`config.mk`:
```
export PLATFORM = sky130hd
export DESIGN_NAME = lfsr_pll_divider
export DESIGN_NICKNAME = d
export VERILOG_FILES = /design/src/rtl/lfsr_div_pkg.sv /design/src/rtl/lfsr_reload_stage.sv /design/src/rtl/post_div_chain.sv /design/src/rtl/lfsr_pll_divider.sv
export SDC_FILE = /design/constraint.sdc
export NUM_CORES = 1
export LEC_CHECK = 0
export ABC_AREA = 1
export BUFFER_PORTS_ARGS = -buffer_cell sky130_fd_sc_hd__buf_2
export CORE_MARGIN = 5
export CORE_UTILIZATION = 59
export CTS_BUF_LIST = sky130_fd_sc_hd__clkbuf_16
export CTS_CLUSTER_DIAMETER = 120
export DETAILED_ROUTE_END_ITERATION = 6
export GPL_TIMING_DRIVEN = 0
export PLACE_DENSITY = 0.75
export SETUP_SLACK_MARGIN = 0.02
export SLEW_MARGIN = 20
export SYNTH_ARGS = -nofsm -noshare
export SYNTH_HDL_FRONTEND = slang
export SYNTH_SLANG_ARGS = --single-unit
```
`constraint.sdc`:
```
create_clock -name clk -period 2 [get_ports clk]
set_input_delay 0.2 -clock clk [delete_from_list [all_inputs] [get_ports clk]]
set_output_delay 0.2 -clock clk [all_outputs]
set_load 0.02 [all_outputs]
```
`src/rtl/lfsr_div_pkg.sv`:
```
`timescale 1ns/1ps
package lfsr_div_pkg;

    typedef enum logic [1:0] {
        SEL_REF  = 2'd0,
        SEL_FB   = 2'd1,
        SEL_POST = 2'd2,
        SEL_NONE = 2'd3
    } cfg_sel_e;

    function automatic int max3(input int a, input int b, input int c);
        int m;
        m = (a > b) ? a : b;
        return (m > c) ? m : c;
    endfunction

endpackage

```
`src/rtl/lfsr_reload_stage.sv`:
```
`timescale 1ns/1ps
module lfsr_reload_stage #(
    parameter int           W          = 6,
    parameter logic [W-1:0] TAPS       = 6'h30,
    parameter logic [W-1:0] TERM       = 6'h3F,
    parameter logic [W-1:0] RST_RELOAD = 6'h3F
) (
    input  logic         clk,
    input  logic         rst_n,
    input  logic         load_we,
    input  logic [W-1:0] load_val,
    output logic         div_o
);

    logic [W-1:0] lfsr_q;
    logic [W-1:0] lfsr_d;
    logic [W-1:0] reload_q;
    logic         at_term;
    logic         fb_bit;

    // Next-state: reload at terminal, forced jump from all-zero, else shift.
    always_comb begin
        at_term = (lfsr_q == TERM);
        fb_bit  = ~^(lfsr_q & TAPS);
        if (at_term) begin
            lfsr_d = reload_q;
        end else if (lfsr_q == '0) begin
            lfsr_d = TERM;
        end else begin
            lfsr_d = {lfsr_q[W-2:0], fb_bit};
        end
    end

    always_ff @(posedge clk or negedge rst_n) begin
        if (!rst_n) begin
            lfsr_q   <= TERM;
            reload_q <= RST_RELOAD;
            div_o    <= 1'b0;
        end else begin
            lfsr_q <= lfsr_d;
            if (at_term) begin
                div_o <= ~div_o;
            end
            if (load_we) begin
                reload_q <= load_val;
            end
        end
    end

    // output flips exactly on terminal cycles
    a_r2_r3_toggle: assert property (@(posedge clk) disable iff (!rst_n)
        at_term |=> (div_o != $past(div_o)));

    a_r2_r3_hold: assert property (@(posedge clk) disable iff (!rst_n)
        !at_term |=> $stable(div_o));

    // the reload register moves only on a write
    a_r4_reload_stable: assert property (@(posedge clk) disable iff (!rst_n)
        !load_we |=> $stable(reload_q));

endmodule

```
`src/rtl/post_div_chain.sv`:
```
`timescale 1ns/1ps
module post_div_chain #(
    parameter int              FW      = 3,
    parameter logic [2*FW-1:0] RST_CFG = '1
) (
    input  logic            clk,
    input  logic            rst_n,
    input  logic            cfg_we,
    input  logic [2*FW-1:0] cfg_val,
    output logic            div_o
);

    localparam int CW = 2 * FW;

    logic [CW-1:0] cfg_q;
    logic [FW-1:0] f1_q;
    logic [FW-1:0] f2_q;
    logic [FW-1:0] cnt1_q;
    logic [FW-1:0] cnt2_q;
    logic          tick1;
    logic          wrap;

    always_comb begin
        tick1 = (cnt1_q == '0);
        wrap  = tick1 && (cnt2_q == '0);
    end

    // Field f encodes divisor 2**FW - f, so the count start is ~f.
    always_ff @(posedge clk or negedge rst_n) begin
        if (!rst_n) begin
            cfg_q  <= RST_CFG;
            f1_q   <= RST_CFG[FW-1:0];
            f2_q   <= RST_CFG[CW-1:FW];
            cnt1_q <= '0;
            cnt2_q <= '0;
            div_o  <= 1'b0;
        end else begin
            if (cfg_we) begin
                cfg_q <= cfg_val;
            end
            if (wrap) begin
                f1_q   <= cfg_q[FW-1:0];
                f2_q   <= cfg_q[CW-1:FW];
                cnt1_q <= ~cfg_q[FW-1:0];
                cnt2_q <= ~cfg_q[CW-1:FW];
                div_o  <= ~div_o;
            end else if (tick1) begin
                cnt1_q <= ~f1_q;
                cnt2_q <= cnt2_q - 1'b1;
            end else begin
                cnt1_q <= cnt1_q - 1'b1;
            end
        end
    end

    // output flips only at the end of the full chain period
    a_r5_toggle_on_wrap: assert property (@(posedge clk) disable iff (!rst_n)
        wrap |=> (div_o != $past(div_o)));

    a_r5_hold: assert property (@(posedge clk) disable iff (!rst_n)
        !wrap |=> $stable(div_o));

    // active fields change only at a period boundary
    a_r6_fields_hold: assert property (@(posedge clk) disable iff (!rst_n)
        !wrap |=> ($stable(f1_q) && $stable(f2_q)));

endmodule

```
`src/rtl/lfsr_pll_divider.sv`:
```
`timescale 1ns/1ps
module lfsr_pll_divider
    import lfsr_div_pkg::*;
#(
    parameter int                REF_W      = 6,
    parameter logic [REF_W-1:0]  REF_TAPS   = 6'h30,
    parameter logic [REF_W-1:0]  REF_TERM   = 6'h3F,
    parameter logic [REF_W-1:0]  REF_RST    = 6'h3F,
    parameter int                FB_W       = 8,
    parameter logic [FB_W-1:0]   FB_TAPS    = 8'h8E,
    parameter logic [FB_W-1:0]   FB_TERM    = 8'h01,
    parameter logic [FB_W-1:0]   FB_RST     = 8'h00,
    parameter int                PD_W       = 3,
    parameter logic [2*PD_W-1:0] PD_RST     = '1,
    localparam int               CFG_W      = max3(REF_W, FB_W, 2 * PD_W)
) (
    input  logic             clk,
    input  logic             rst_n,
    input  logic             cfg_we,
    input  logic [1:0]       cfg_sel,
    input  logic [CFG_W-1:0] cfg_wdata,
    output logic             ref_div_o,
    output logic             fb_div_o,
    output logic             post_div_o
);

    cfg_sel_e sel;
    logic     ref_we;
    logic     fb_we;
    logic     post_we;

    always_comb begin
        sel     = cfg_sel_e'(cfg_sel);
        ref_we  = cfg_we && (sel == SEL_REF);
        fb_we   = cfg_we && (sel == SEL_FB);
        post_we = cfg_we && (sel == SEL_POST);
    end

    // at most one register is written per cycle
    a_r7_one_target: assert property (@(posedge clk) disable iff (!rst_n)
        $onehot0({ref_we, fb_we, post_we}));

    lfsr_reload_stage #(
        .W          (REF_W),
        .TAPS       (REF_TAPS),
        .TERM       (REF_TERM),
        .RST_RELOAD (REF_RST)
    ) u_ref (
        .clk      (clk),
        .rst_n    (rst_n),
        .load_we  (ref_we),
        .load_val (cfg_wdata[REF_W-1:0]),
        .div_o    (ref_div_o)
    );

    lfsr_reload_stage #(
        .W          (FB_W),
        .TAPS       (FB_TAPS),
        .TERM       (FB_TERM),
        .RST_RELOAD (FB_RST)
    ) u_fb (
        .clk      (clk),
        .rst_n    (rst_n),
        .load_we  (fb_we),
        .load_val (cfg_wdata[FB_W-1:0]),
        .div_o    (fb_div_o)
    );

    post_div_chain #(
        .FW      (PD_W),
        .RST_CFG (PD_RST)
    ) u_post (
        .clk     (clk),
        .rst_n   (rst_n),
        .cfg_we  (post_we),
        .cfg_val (cfg_wdata[2*PD_W-1:0]),
        .div_o   (post_div_o)
    );

endmodule

```
# After elaboration in Yosys (flattened, before gate mapping)
# Index checks and enable logic that the tools add are counted.
# totals
ff_bits	46
in_bits	13
out_inout_bits	3
elab_cells	43
# classes
n_addsub	2
eq_ne	4
mux	8
bitwise	6
n_reduce_logical	12
# ops
cell	n
2-to-1 mux 8 bit	2
2-to-1 mux 3 bit	4
2-to-1 mux 6 bit	2
NOT 3 bit	3
== test 8 x 1 -> 1 bit (second input constant)	1
zero test 8 bit	1
XNOR reduction 8 bit	1
== test 6 bit (second input constant)	1
zero test 3 bit	2
zero test 6 bit	1
XNOR reduction 6 bit	1
subtractor 3 x 1 -> 3 bit (second input constant)	2
logical AND 1 bit	4
NOT 1 bit	3
== test 2 x 1 -> 1 bit (second input constant)	1
== test 2 bit (second input constant)	1
zero test 2 bit	1
nonzero test 2 bit	1

# Longest topological paths before layout
# Gate-level depths: netlist of run 1.
# logic_depth
word_depth	3
ltp_mapped	8
depth_no_buf	8

# By module
# From an unflattened synthesis of run 1, not the netlist that was laid out.
# unflattened
cells_unflattened	229
hier_area_um2	2200.9
# by_module_without_submodules
mod	instances	cells_each	area_each_um2	seq_area_each_um2
post_div_chain	1	77	773.2	411.6
lfsr_reload_stage at u_fb	1	76	765.7	426.7
lfsr_reload_stage at u_ref	1	69	635.6	340.3
lfsr_pll_divider	1	7	26.3	0.0

# Least setup slack after synthesis of run 1
# OpenSTA, ideal clock, no wires.
# synth_timing
kind	reg2reg
startpoint	reg u_ref.lfsr_q[4]
endpoint	reg u_ref.div_o
setup_ps	128
t_arrival_ps	1072
path_slack_ps	800
stages_incl_launch_ff	6
path_buffers	0
synth_period_minus_slack_ps	1200
cell_sequence	dfstp_2 ha_1 inv_1 nor2_4 nand2_1 xnor2_1
# synth_via
elab_chain_len	1
# synth_lines
element	line	source
start: declaration	lfsr_reload_stage.sv:15	logic [W-1:0] lfsr_q;
start signal: assignment	lfsr_reload_stage.sv:40	lfsr_q <= lfsr_d;
== test 6 bit	lfsr_reload_stage.sv:23	at_term = (lfsr_q == TERM);
end signal: assignment	lfsr_reload_stage.sv:42	div_o <= ~div_o;
end: declaration	lfsr_reload_stage.sv:12	output logic div_o
# No other way between the ends.
# A chain may end at the register's enable or synchronous reset.

# Worst setup path after layout of run 1
# layout_timing
startpoint	reg u_post.cnt2_q[0]
endpoint	reg u_post.cnt1_q[1]
# layout_via
elab_chain_len	3
# layout_lines
element	line	source
start: declaration	post_div_chain.sv:19	logic [FW-1:0] cnt2_q;
start signal: assignment	post_div_chain.sv:45	cnt2_q <= ~cfg_q[CW-1:FW];
start signal: assignment	post_div_chain.sv:49	cnt2_q <= cnt2_q - 1'b1;
zero test 3 bit	post_div_chain.sv:25	wrap = tick1 && (cnt2_q == '0);
logical AND 1 bit	post_div_chain.sv:25	
2-to-1 mux 3 bit	post_div_chain.sv:41	if (wrap) begin
end signal: assignment	post_div_chain.sv:44	cnt1_q <= ~cfg_q[FW-1:0];
end signal: assignment	post_div_chain.sv:48	cnt1_q <= ~f1_q;
end signal: assignment	post_div_chain.sv:51	cnt1_q <= cnt1_q - 1'b1;
end: declaration	post_div_chain.sv:18	logic [FW-1:0] cnt1_q;
# No other way between the ends.

==> results of run 1 <==
-- area by class of cell --
type	count	area [um2]
Tap cell	48	60.1
Sequential cell	46	1180
Multi-Input combinational cell	149	782
Inverter	46	178
Clock buffer	5	125
Timing Repair Buffer	16	87.6
Clock inverter	3	63.8
Fill cell	289	1110
Buffer	3	17.5
-- state kept, by name, indices dropped and copies added (netlist names), 3 cells and up --
register / flops
u_fb.reload_q: 8
u_post.cnt2_q: 3
u_post.cnt1_q: 3
u_post.cfg_q: 6
u_ref.lfsr_q: 6
u_ref.reload_q: 6
u_fb.lfsr_q: 8
u_post.f1_q: 3
-- synthesized netlist by cell type, drive strengths merged --
cell type,count,area (um2)
nand2,72,283
inv,45,169
o21ai,30,150
dfrtp,24,601
dfstp,22,578
nor2,16,101
nand3,11,72.6
ha,7,87.6
a21oi,3,15.0
buf,3,17.5
nand3b,2,15.0
nand4,2,12.5
o211ai,2,15.0
or2,2,12.5
xnor2,2,17.5
clkinv,1,8.76
-- cells by family (layout without fill, tap and decap cells) --
family	Yosys count	after routing	synth area share [%]
compound gates	35	35	8.36
xor+xnor	2	2	0.813
fa+ha+maj	7	7	4.06
buf+inv	49	73	9.05
flops	46	46	54.7
simple gates	105	105	23.0
-- through the flow --
stage          total power (W)  std cells  worst slack (ns)  util [%]  instance area (um2)
6_report               0.00374        316             0.701      69.1                 2490
2_1_floorplan          0.00245        244             0.800         -                 2160
5_1_grt                0.00404        316             0.592      69.1                 2490
4_1_cts                0.00377        315             0.681      68.8                 2480
3_3_place_gp           0.00266        307             0.718      63.5                 2290
3_5_place_dp           0.00271        307             0.682      63.5                 2290
-- power breakdown --
| part | switching [W] | leakage (nW) | internal [W] |
|---|---|---|---|
| clock network | 0.000324 | 0.0915 | 0.000711 |
| logic | 0.000691 | 0.676 | 0.000434 |
| registers | 0.000207 | 0.518 | 0.00137 |
-- how the worst max path moves through the flow --
stage                                  end  slack, ns  cells after the start
final                     u_post.cnt1_q[1]       0.70                      7
after global routing        u_fb.lfsr_q[2]       0.59                      8
after CTS                 u_post.cnt1_q[1]       0.68                      7
after detailed placement  u_post.cnt1_q[0]       0.68                      7
after global placement    u_post.cnt1_q[1]       0.72                      7
after floorplan                u_ref.div_o       0.80                      5
-- routing by layer --
layer,vias to the layer above,global-route usage (%)
met5,-,0
met4,0,8.30
met3,5,3.31
met2,19,25.4
met1,732,22.5
li1,798,-
-- cells in the final DEF, fill, tap and decap left out --
cell	instances
nand2_1	69
inv_1	44
o21ai_1	25
dfrtp_1	24
dfstp_2	22
buf_2	16
nor2_1	9
nand3_1	9
ha_1	7
o21ai_0	5
clkbuf_16	5
nor2_2	4
a21oi_1	3
nand4_1	2
nor2_4	2
nand3b_1	2
nand2_2	2
o211ai_1	2
buf_4	2
xnor2_1	2
bufinv_16	2
nand3_4	1
nor2_8	1
inv_2	1
nand2_4	1
or2_2	1
or2_1	1
clkinv_4	1
nand3_2	1
clkinv_1	1
dlygate4sd3_1	1
-- critical path, delay by kind of cell (launching register included) --
family	cells	cell delay [ns]
flops	1	0.35
compound gates	2	0.19
fa+ha+maj	1	0.18
simple gates	2	0.29
buf+inv	2	0.17
-- timing repair --
action / CTS / global route
endpoints found under the hold margin: 0 / 24
hold buffers: 0 / 1
setup buffers: 0 / 0
gates resized for setup: 0 / 0
==> impl_metrics.env, run 1 <==
export IMPL_grt_pass1_wl_um=6520
export IMPL_dr_total_vias=1554
export IMPL_drt_initial_drc_count=78
export IMPL_worstPathArrival_ns=1.47
export IMPL_cap_violations=0
export IMPL_slew_headroom_pct=62.5
export IMPL_yosysWarnings=0
export IMPL_initial_utilization_pct=59.8
export IMPL_areaGrowthSynthToFinish_pct=15.6
export IMPL_wirelength_met1_um=1730
export IMPL_fin_hold_ws_ns=0.155
export IMPL_synth_cells=244
export IMPL_post_route_drc_count=0
export IMPL_ys_ff_latch=46
export IMPL_antenna_found_initial=0
export IMPL_htreeDepth=2
export IMPL_critPathKind="reg -> reg"
export IMPL_cts_tree="built"
export IMPL_tns_ns=0
export IMPL_hold_path_class="in -> reg"
export IMPL_syn_area_mm2=0.00216
export IMPL_grt_max_degree=47
export IMPL_period_share_pct=65.0
export IMPL_setup_worst_path_start="u_post.cnt2_q[0]"
export IMPL_clock_path_buffers=2
export IMPL_grt_pass1_vias=1471
export IMPL_antenna_diode_count=0
export IMPL_die_h_um=70.4
export IMPL_clockRootBuffer="clkbuf_16"
export IMPL_gr_total_overflow=0
export IMPL_setup_violations=0
export IMPL_reg2reg_to="u_post.cnt1_q[1]"
export IMPL_ioPinCount=16
export IMPL_cp_slowest_cell="dfrtp_1"
export IMPL_period_needed_ns=1.30
export IMPL_hpwl_um=2600
export IMPL_cp_cell_sequence="inv_1, ha_1, inv_1, nor2_2, nand2_4, o211ai_1, o21ai_1"
export IMPL_min_to="u_fb.reload_q[7]"
export IMPL_syn_nets=264
export IMPL_end_kind="register"
export IMPL_synth_area_per_cell_um2=8.84
export IMPL_numClockSinks=46
export IMPL_wl_met2_um=1700
export IMPL_rsz0062_at_grt="no"
export IMPL_ant_nets=0
export IMPL_portBuffers=15
export IMPL_ys_types=27
export IMPL_cts_buffers=5
export IMPL_startpoint_type="register"
export IMPL_die_w_um=70.4
export IMPL_grt_use_total_pct=16.6
export IMPL_vias_per_cell=4.92
export IMPL_holdCritStartpoint="cfg_wdata[7]"
export IMPL_cp_data_required_time_ns=2.17
export IMPL_reg2reg_slack_ns=0.70
export IMPL_leakage_nw=1.28
export IMPL_nets=287
export IMPL_wl_per_cell_um=11.4
export IMPL_power_density_mw_per_mm2=1500
export IMPL_cp_common_cell="inv_1"
export IMPL_finalHoldViolCount=0
export IMPL_met3_length_um=117
export IMPL_seq_area_frac_synth_pct=54.7
export IMPL_r2r_start="u_post.cnt2_q[0]"
export IMPL_worst_skew_pair_late_latency_ns=0.28
export IMPL_routed_wl_um=3610
export IMPL_cts_clk_slew_worst_paths_ns=0.06
export IMPL_rows=22
export IMPL_dieArea_mm2=0.00496
export IMPL_fin_skew_ns=0.00251
export IMPL_slowest_delay_ns=0.35
export IMPL_place_congestion=0.728
export IMPL_hold_depth=3
export IMPL_worstRegToRegCells=7
export IMPL_firstDrtPassIters=4
export IMPL_crit_fanout=9
export IMPL_core_area_mm2=0.00361
export IMPL_max_freq_mhz=770
export IMPL_worstMarginPinSlew_ns=0.563
export IMPL_outcome="finished, final reports clean"
export IMPL_maxSlewViolCount=0
export IMPL_route_top_layer_used="met4"
export IMPL_drive_gt1_share_pct=23.1
export IMPL_vdd_ir_drop_max_mv=0.811
(Power assumes the default switching activity.)
==> run 2: changes to the inputs <==
- CORE_UTILIZATION: 59 -> 53
- PLACE_DENSITY: 0.75 -> 0.71
- clock period: 2 -> 1.1 ns (I/O delays scaled with it)
==> impl_metrics.env, run 2 (synthesis gave the netlist of run 1 again) <==
export IMPL_ioPinCount=16
export IMPL_drt_initial_drc_count=104
export IMPL_grt_pass1_vias=1535
export IMPL_power_frac_comb_pct=38.3
export IMPL_worst_skew_pair_late_latency_ns=0.28
export IMPL_period_share_pct=118
export IMPL_cts_tree="built"
export IMPL_firstDrtPassIters=4
export IMPL_dpl_cell_count=309
export IMPL_multi_input_area_um2=948
export IMPL_drive_gt1_share_pct=37.5
export IMPL_grt_max_degree=47
export IMPL_ff_latch_area_mm2=0.00118
export IMPL_antenna_diode_count=0
export IMPL_finalHoldViolCount=0
export IMPL_layout_common_cells="nand2_1 (64), inv_1 (37), o21ai_1 (25)"
export IMPL_endpoint="u_ref.div_o"
export IMPL_crit_fanout=6
export IMPL_gr_total_overflow=0
export IMPL_outcome="complete, but fails checks"
export IMPL_startpoint_type="register"
export IMPL_nets=296
export IMPL_slowest_delay_ns=0.56
export IMPL_reg2reg_to="u_ref.div_o"
export IMPL_critPathBufInv=1
export IMPL_cp_data_required_time_ns=1.27
export IMPL_cts_clk_slew_worst_paths_ns=0.06
export IMPL_rsz0062_at_grt="yes"
export IMPL_cp_slowest_cell="dfstp_2"
export IMPL_hpwl_um=2640
export IMPL_power_density_mw_per_mm2=2640
export IMPL_period_needed_ns=1.30
export IMPL_setup_worst_path_start="u_ref.lfsr_q[4]"
export IMPL_n_fill_cell=308
export IMPL_worstRegToRegCells=5
export IMPL_slew_headroom_pct=62.8
export IMPL_dieArea_mm2=0.00544
export IMPL_worstPathArrival_ns=1.46
export IMPL_initial_utilization_pct=54.3
export IMPL_die_w_um=73.8
export IMPL_grt_pass1_wl_um=6800
export IMPL_critPathKind="reg -> reg"
export IMPL_wl_per_cell_um=12.3
export IMPL_cap_violations=0
export IMPL_cts_buffers=5
export IMPL_place_ws_ns=-0.139
export IMPL_vdd_ir_drop_max_mv=1.39
export IMPL_top_regs="u_fb.lfsr_q (8), u_fb.reload_q (8)"
export IMPL_r2r_start="u_ref.lfsr_q[4]"
export IMPL_maxSlewViolCount=0
export IMPL_ant_nets=0
export IMPL_reg2reg_slack_ns=-0.20
export IMPL_die_h_um=73.8
export IMPL_cp_cell_sequence="ha_4, inv_2, nor2_4, nand2_4, xnor2_2"
export IMPL_clockRootBuffer="clkbuf_16"
export IMPL_numClockSinks=46
export IMPL_p_seq_share_pct=41.7
export IMPL_switching_share_pct=36.2
export IMPL_grt_use_total_pct=16.5
export IMPL_areaGrowthSynthToFinish_pct=24.4
export IMPL_antenna_found_initial=0
export IMPL_leakage_nw=1.34
export IMPL_post_route_drc_count=0
export IMPL_switchingPower_w=0.00256
export IMPL_tns_ns=-2.65
export IMPL_max_freq_mhz=771
export IMPL_intPower_w=0.00451
export IMPL_core_area_mm2=0.00397
export IMPL_worstMarginPinSlew_ns=0.558
export IMPL_violations="setup timing"
export IMPL_end_kind="register"
export IMPL_routed_wl_um=4020
export IMPL_htreeDepth=2
export IMPL_setup_violations=25
export IMPL_cp_num_cells=5
export IMPL_portBuffers=15
export IMPL_dr_total_vias=1591
export IMPL_fin_ws_ns=-0.197
export IMPL_final_util_pct=67.5
export IMPL_fin_skew_ns=0.00439
export IMPL_final_common_cell="nand2_1"
export IMPL_pwr_share_clk_pct=20.0
export IMPL_layoutNonFillerInstCount=327
export IMPL_rows=23
export IMPL_crit_family="flip-flops"
export IMPL_hold_path_class="in -> reg"
export IMPL_clock_path_buffers=2
export IMPL_place_congestion=0.779
export IMPL_vias_per_cell=4.87
[run 2: cell types whose count changed in the layout (fill, tap and decap cells not counted), moves of 5 or more]
cell,before,now
ha_1,7,0
inv_2,1,9
buf_4,2,7
nor2_4,2,7
nand2_1,69,64
nand2_2,2,7
inv_1,44,37
[run 2: final cells by class]
type	instances	area share [%]
flip-flops and latches	46	44.0
multi-input cells	150	35.4
inverters	46	6.63
repair buffers	24	5.93
clock buffers	5	4.67
well taps	50	2.33
plain buffers	3	0.653
clock inverters	3	0.467
[run 2: worst min path at each step]
stage,start,end,slack (ns),depth (start not counted)
5_1_grt,cfg_wdata[6],u_fb.reload_q[6],0.09,3
3_3_place_gp,rst_n,u_fb.reload_q[7],0.33,1
3_5_place_dp,rst_n,u_fb.reload_q[7],0.33,1
2_1_floorplan,rst_n,u_fb.div_o,-0.19,0
4_1_cts,rst_n,u_ref.div_o,0.04,1
6_report,cfg_wdata[7],u_fb.reload_q[7],0.07,3
[run 2: power by group through the flow]
stage | registers [W] | logic (W) | clock network [W]
floorplan | 0.00290 | 0.00172 | 0
global placement | 0.00290 | 0.00211 | 0
detailed placement | 0.00291 | 0.00217 | 0
CTS | 0.00291 | 0.00240 | 0.00142
global route | 0.00304 | 0.00306 | 0.00151
finish | 0.00295 | 0.00271 | 0.00141
[run 2: worst register-to-register path, delay by kind of cell (launching register included)]
kind	cells	cell delay, ns
xor+xnor	1	0.16
flops	1	0.56
simple gates	2	0.31
fa+ha+maj	1	0.13
buf+inv	1	0.04
[run 2: metrics by stage]
stage	cell area, um2	total power, W	hold slack, ns
after floorplan	2200	0.00461	-0.186
after global placement	2330	0.00502	0.333
after detailed placement	2330	0.00509	0.335
after CTS	2540	0.00674	0.0377
after global routing	2680	0.00762	0.0861
final	2680	0.00707	0.0665
[run 2: what timing repair did]
action / 4_1_cts / 5_1_grt
setup endpoints to repair: 26 / 26
pin swaps: 15 / 11
hold endpoints to repair: 0 / 24
hold buffers: 0 / 1
gates cloned: 1 / 0
resized for setup: 18 / 20
buffers inserted: 3 / 5
[run 2: per-layer routing]
metal	up-vias	GRT usage, %	share of wire (%)
met1	736	23.2	49
met3	5	3.69	2.8
met2	29	24.9	47
met4	0	6.24	1.1
li1	821	-	-
met5	-	0	0
==> run 3: changes to the inputs <==
- SETUP_SLACK_MARGIN: 0.02 -> 0.05
==> impl_metrics.env, run 3 (synthesis gave the netlist of run 1 again) <==
export IMPL_max_freq_mhz=801
export IMPL_finalHoldViolCount=0
export IMPL_holdCritStartpoint="cfg_wdata[6]"
export IMPL_worstPathArrival_ns=1.48
export IMPL_clockRootBuffer="clkbuf_16"
export IMPL_ant_nets=0
export IMPL_end_kind="register"
export IMPL_htreeDepth=2
export IMPL_initial_utilization_pct=54.3
export IMPL_worst_skew_pair_late_latency_ns=0.29
export IMPL_hold_depth=3
export IMPL_critPathKind="reg -> reg"
export IMPL_place_congestion=0.771
export IMPL_setup_violations=26
export IMPL_cp_data_required_time_ns=1.33
export IMPL_fin_ws_ns=-0.149
export IMPL_layoutNonFillerInstCount=331
export IMPL_maxSlewViolCount=0
export IMPL_final_util_pct=68.2
export IMPL_vias_per_cell=4.75
export IMPL_routed_wl_um=3980
export IMPL_grt_use_total_pct=16.7
export IMPL_r2r_start="u_fb.lfsr_q[2]"
export IMPL_clock_path_buffers=2
export IMPL_layout_common_cells="nand2_1 (62), inv_1 (35), o21ai_1 (27)"
export IMPL_cts_tree="built"
export IMPL_reg2reg_slack_ns=-0.15
export IMPL_top_regs="u_fb.lfsr_q (8), u_fb.reload_q (8)"
export IMPL_startpoint_type="register"
export IMPL_drive_gt1_share_pct=39.1
export IMPL_die_w_um=73.8
export IMPL_power_frac_comb_pct=38.6
export IMPL_portBuffers=15
export IMPL_die_h_um=73.8
export IMPL_final_common_cell="nand2_1"
export IMPL_crit_fanout=6
export IMPL_power_density_mw_per_mm2=2670
export IMPL_rows=23
export IMPL_switchingPower_w=0.00264
export IMPL_cts_buffers=5
export IMPL_wl_per_cell_um=12.0
export IMPL_hpwl_um=2700
export IMPL_pwr_share_clk_pct=20.7
export IMPL_numClockSinks=46
export IMPL_core_area_mm2=0.00397
export IMPL_antenna_found_initial=0
export IMPL_gr_total_overflow=0
export IMPL_grt_pass1_wl_um=6840
export IMPL_cts_clk_slew_worst_paths_ns=0.06
export IMPL_areaGrowthSynthToFinish_pct=25.7
export IMPL_ioPinCount=16
export IMPL_cap_violations=0
export IMPL_worstRegToRegCells=9
export IMPL_slew_headroom_pct=63.0
export IMPL_switching_share_pct=36.6
export IMPL_p_seq_share_pct=40.7
export IMPL_period_needed_ns=1.25
export IMPL_fin_skew_ns=0.00688
export IMPL_violations="setup timing"
export IMPL_reg2reg_to="u_fb.lfsr_q[0]"
export IMPL_grt_pass1_vias=1529
export IMPL_leakage_nw=1.36
export IMPL_dpl_cell_count=309
export IMPL_grt_max_degree=47
export IMPL_antenna_diode_count=0
export IMPL_firstDrtPassIters=4
export IMPL_rsz0062_at_grt="yes"
export IMPL_dieArea_mm2=0.00544
export IMPL_outcome="complete, but fails checks"
export IMPL_hold_path_class="in -> reg"
export IMPL_dr_total_vias=1573
export IMPL_min_to="u_fb.reload_q[6]"
export IMPL_intPower_w=0.00458
export IMPL_nets=300
export IMPL_vdd_ir_drop_max_mv=1.31
export IMPL_post_route_drc_count=0
export IMPL_drt_initial_drc_count=51
export IMPL_period_share_pct=114
export IMPL_worstMarginPinSlew_ns=0.554
export IMPL_fin_hold_ws_ns=0.0616
[run 3: cell types whose count changed in the layout (fill, tap and decap cells not counted), sizes merged]
cell,previous run,this run
buf,26,30
clkinv,3,1
clkinvlp,0,2
[run 3: worst max path at each step]
stage	start	to	depth (start not counted)	slack, ns
floorplan	u_post.cnt1_q[0]	u_post.cnt1_q[0]	7	-0.05
global placement	u_fb.lfsr_q[2]	u_fb.lfsr_q[5]	8	-0.13
detailed placement	u_post.cnt1_q[0]	u_post.cnt1_q[0]	7	-0.15
CTS	u_fb.lfsr_q[2]	u_fb.lfsr_q[6]	8	-0.15
global route	u_fb.lfsr_q[2]	u_fb.lfsr_q[6]	8	-0.25
finish	u_fb.lfsr_q[2]	u_fb.lfsr_q[0]	9	-0.15
[run 3: per-layer routing]
metal  up-vias  GRT usage, %  wire length (um)
li1        828             -                 -
met1       716          22.8              1840
met2        23          25.7              1940
met3         6          4.65               141
met4         0          5.43                57
met5         -             0                 0
[run 3: final cells by class]
cell class              count  area [um2]
flip-flops and latches     46        1180
plain buffers               3        17.5
clock buffers               5         125
clock inverters             3        23.8
well taps                  50        62.6
multi-input cells         150         940
repair buffers             28         181
inverters                  46         180
fillers                   321        1260
[run 3: timing repair]
action / CTS / global route
hold buffers: 0 / 1
setup buffers: 5 / 7
cloned: 1 / 0
pin swaps: 14 / 11
endpoints found under the hold margin: 0 / 24
resized for setup: 18 / 14
setup endpoints to repair: 26 / 26
[run 3: metrics by stage]
step | setup TNS, ns | power [W] | cell area (um2) | setup WS (ns)
floorplan | -0.298 | 0.00468 | 2210 | -0.0478
global placement | -2.04 | 0.00509 | 2350 | -0.132
detailed placement | -2.20 | 0.00518 | 2350 | -0.150
CTS | -2.46 | 0.00700 | 2590 | -0.153
global route | -4.22 | 0.00782 | 2710 | -0.245
finish | -2.29 | 0.00722 | 2710 | -0.149
[run 3: power groups by stage]
stage	Combinational [W]	Clock (W)	Sequential (W)
3_5_place_dp	0.00226	0	0.00292
2_1_floorplan	0.00178	0	0.00290
3_3_place_gp	0.00218	0	0.00291
5_1_grt	0.00319	0.00160	0.00303
6_report	0.00279	0.00149	0.00294
4_1_cts	0.00253	0.00153	0.00293
[run 3: critical path: stages (launching register included)]
cell	delay (ns)
dfrtp_1	0.39
inv_1	0.07
ha_2	0.18
inv_2	0.04
nor2_4	0.09
nand3_4	0.12
buf_4	0.16
nand3_2	0.04
nand2_1	0.05
inv_1	0.05
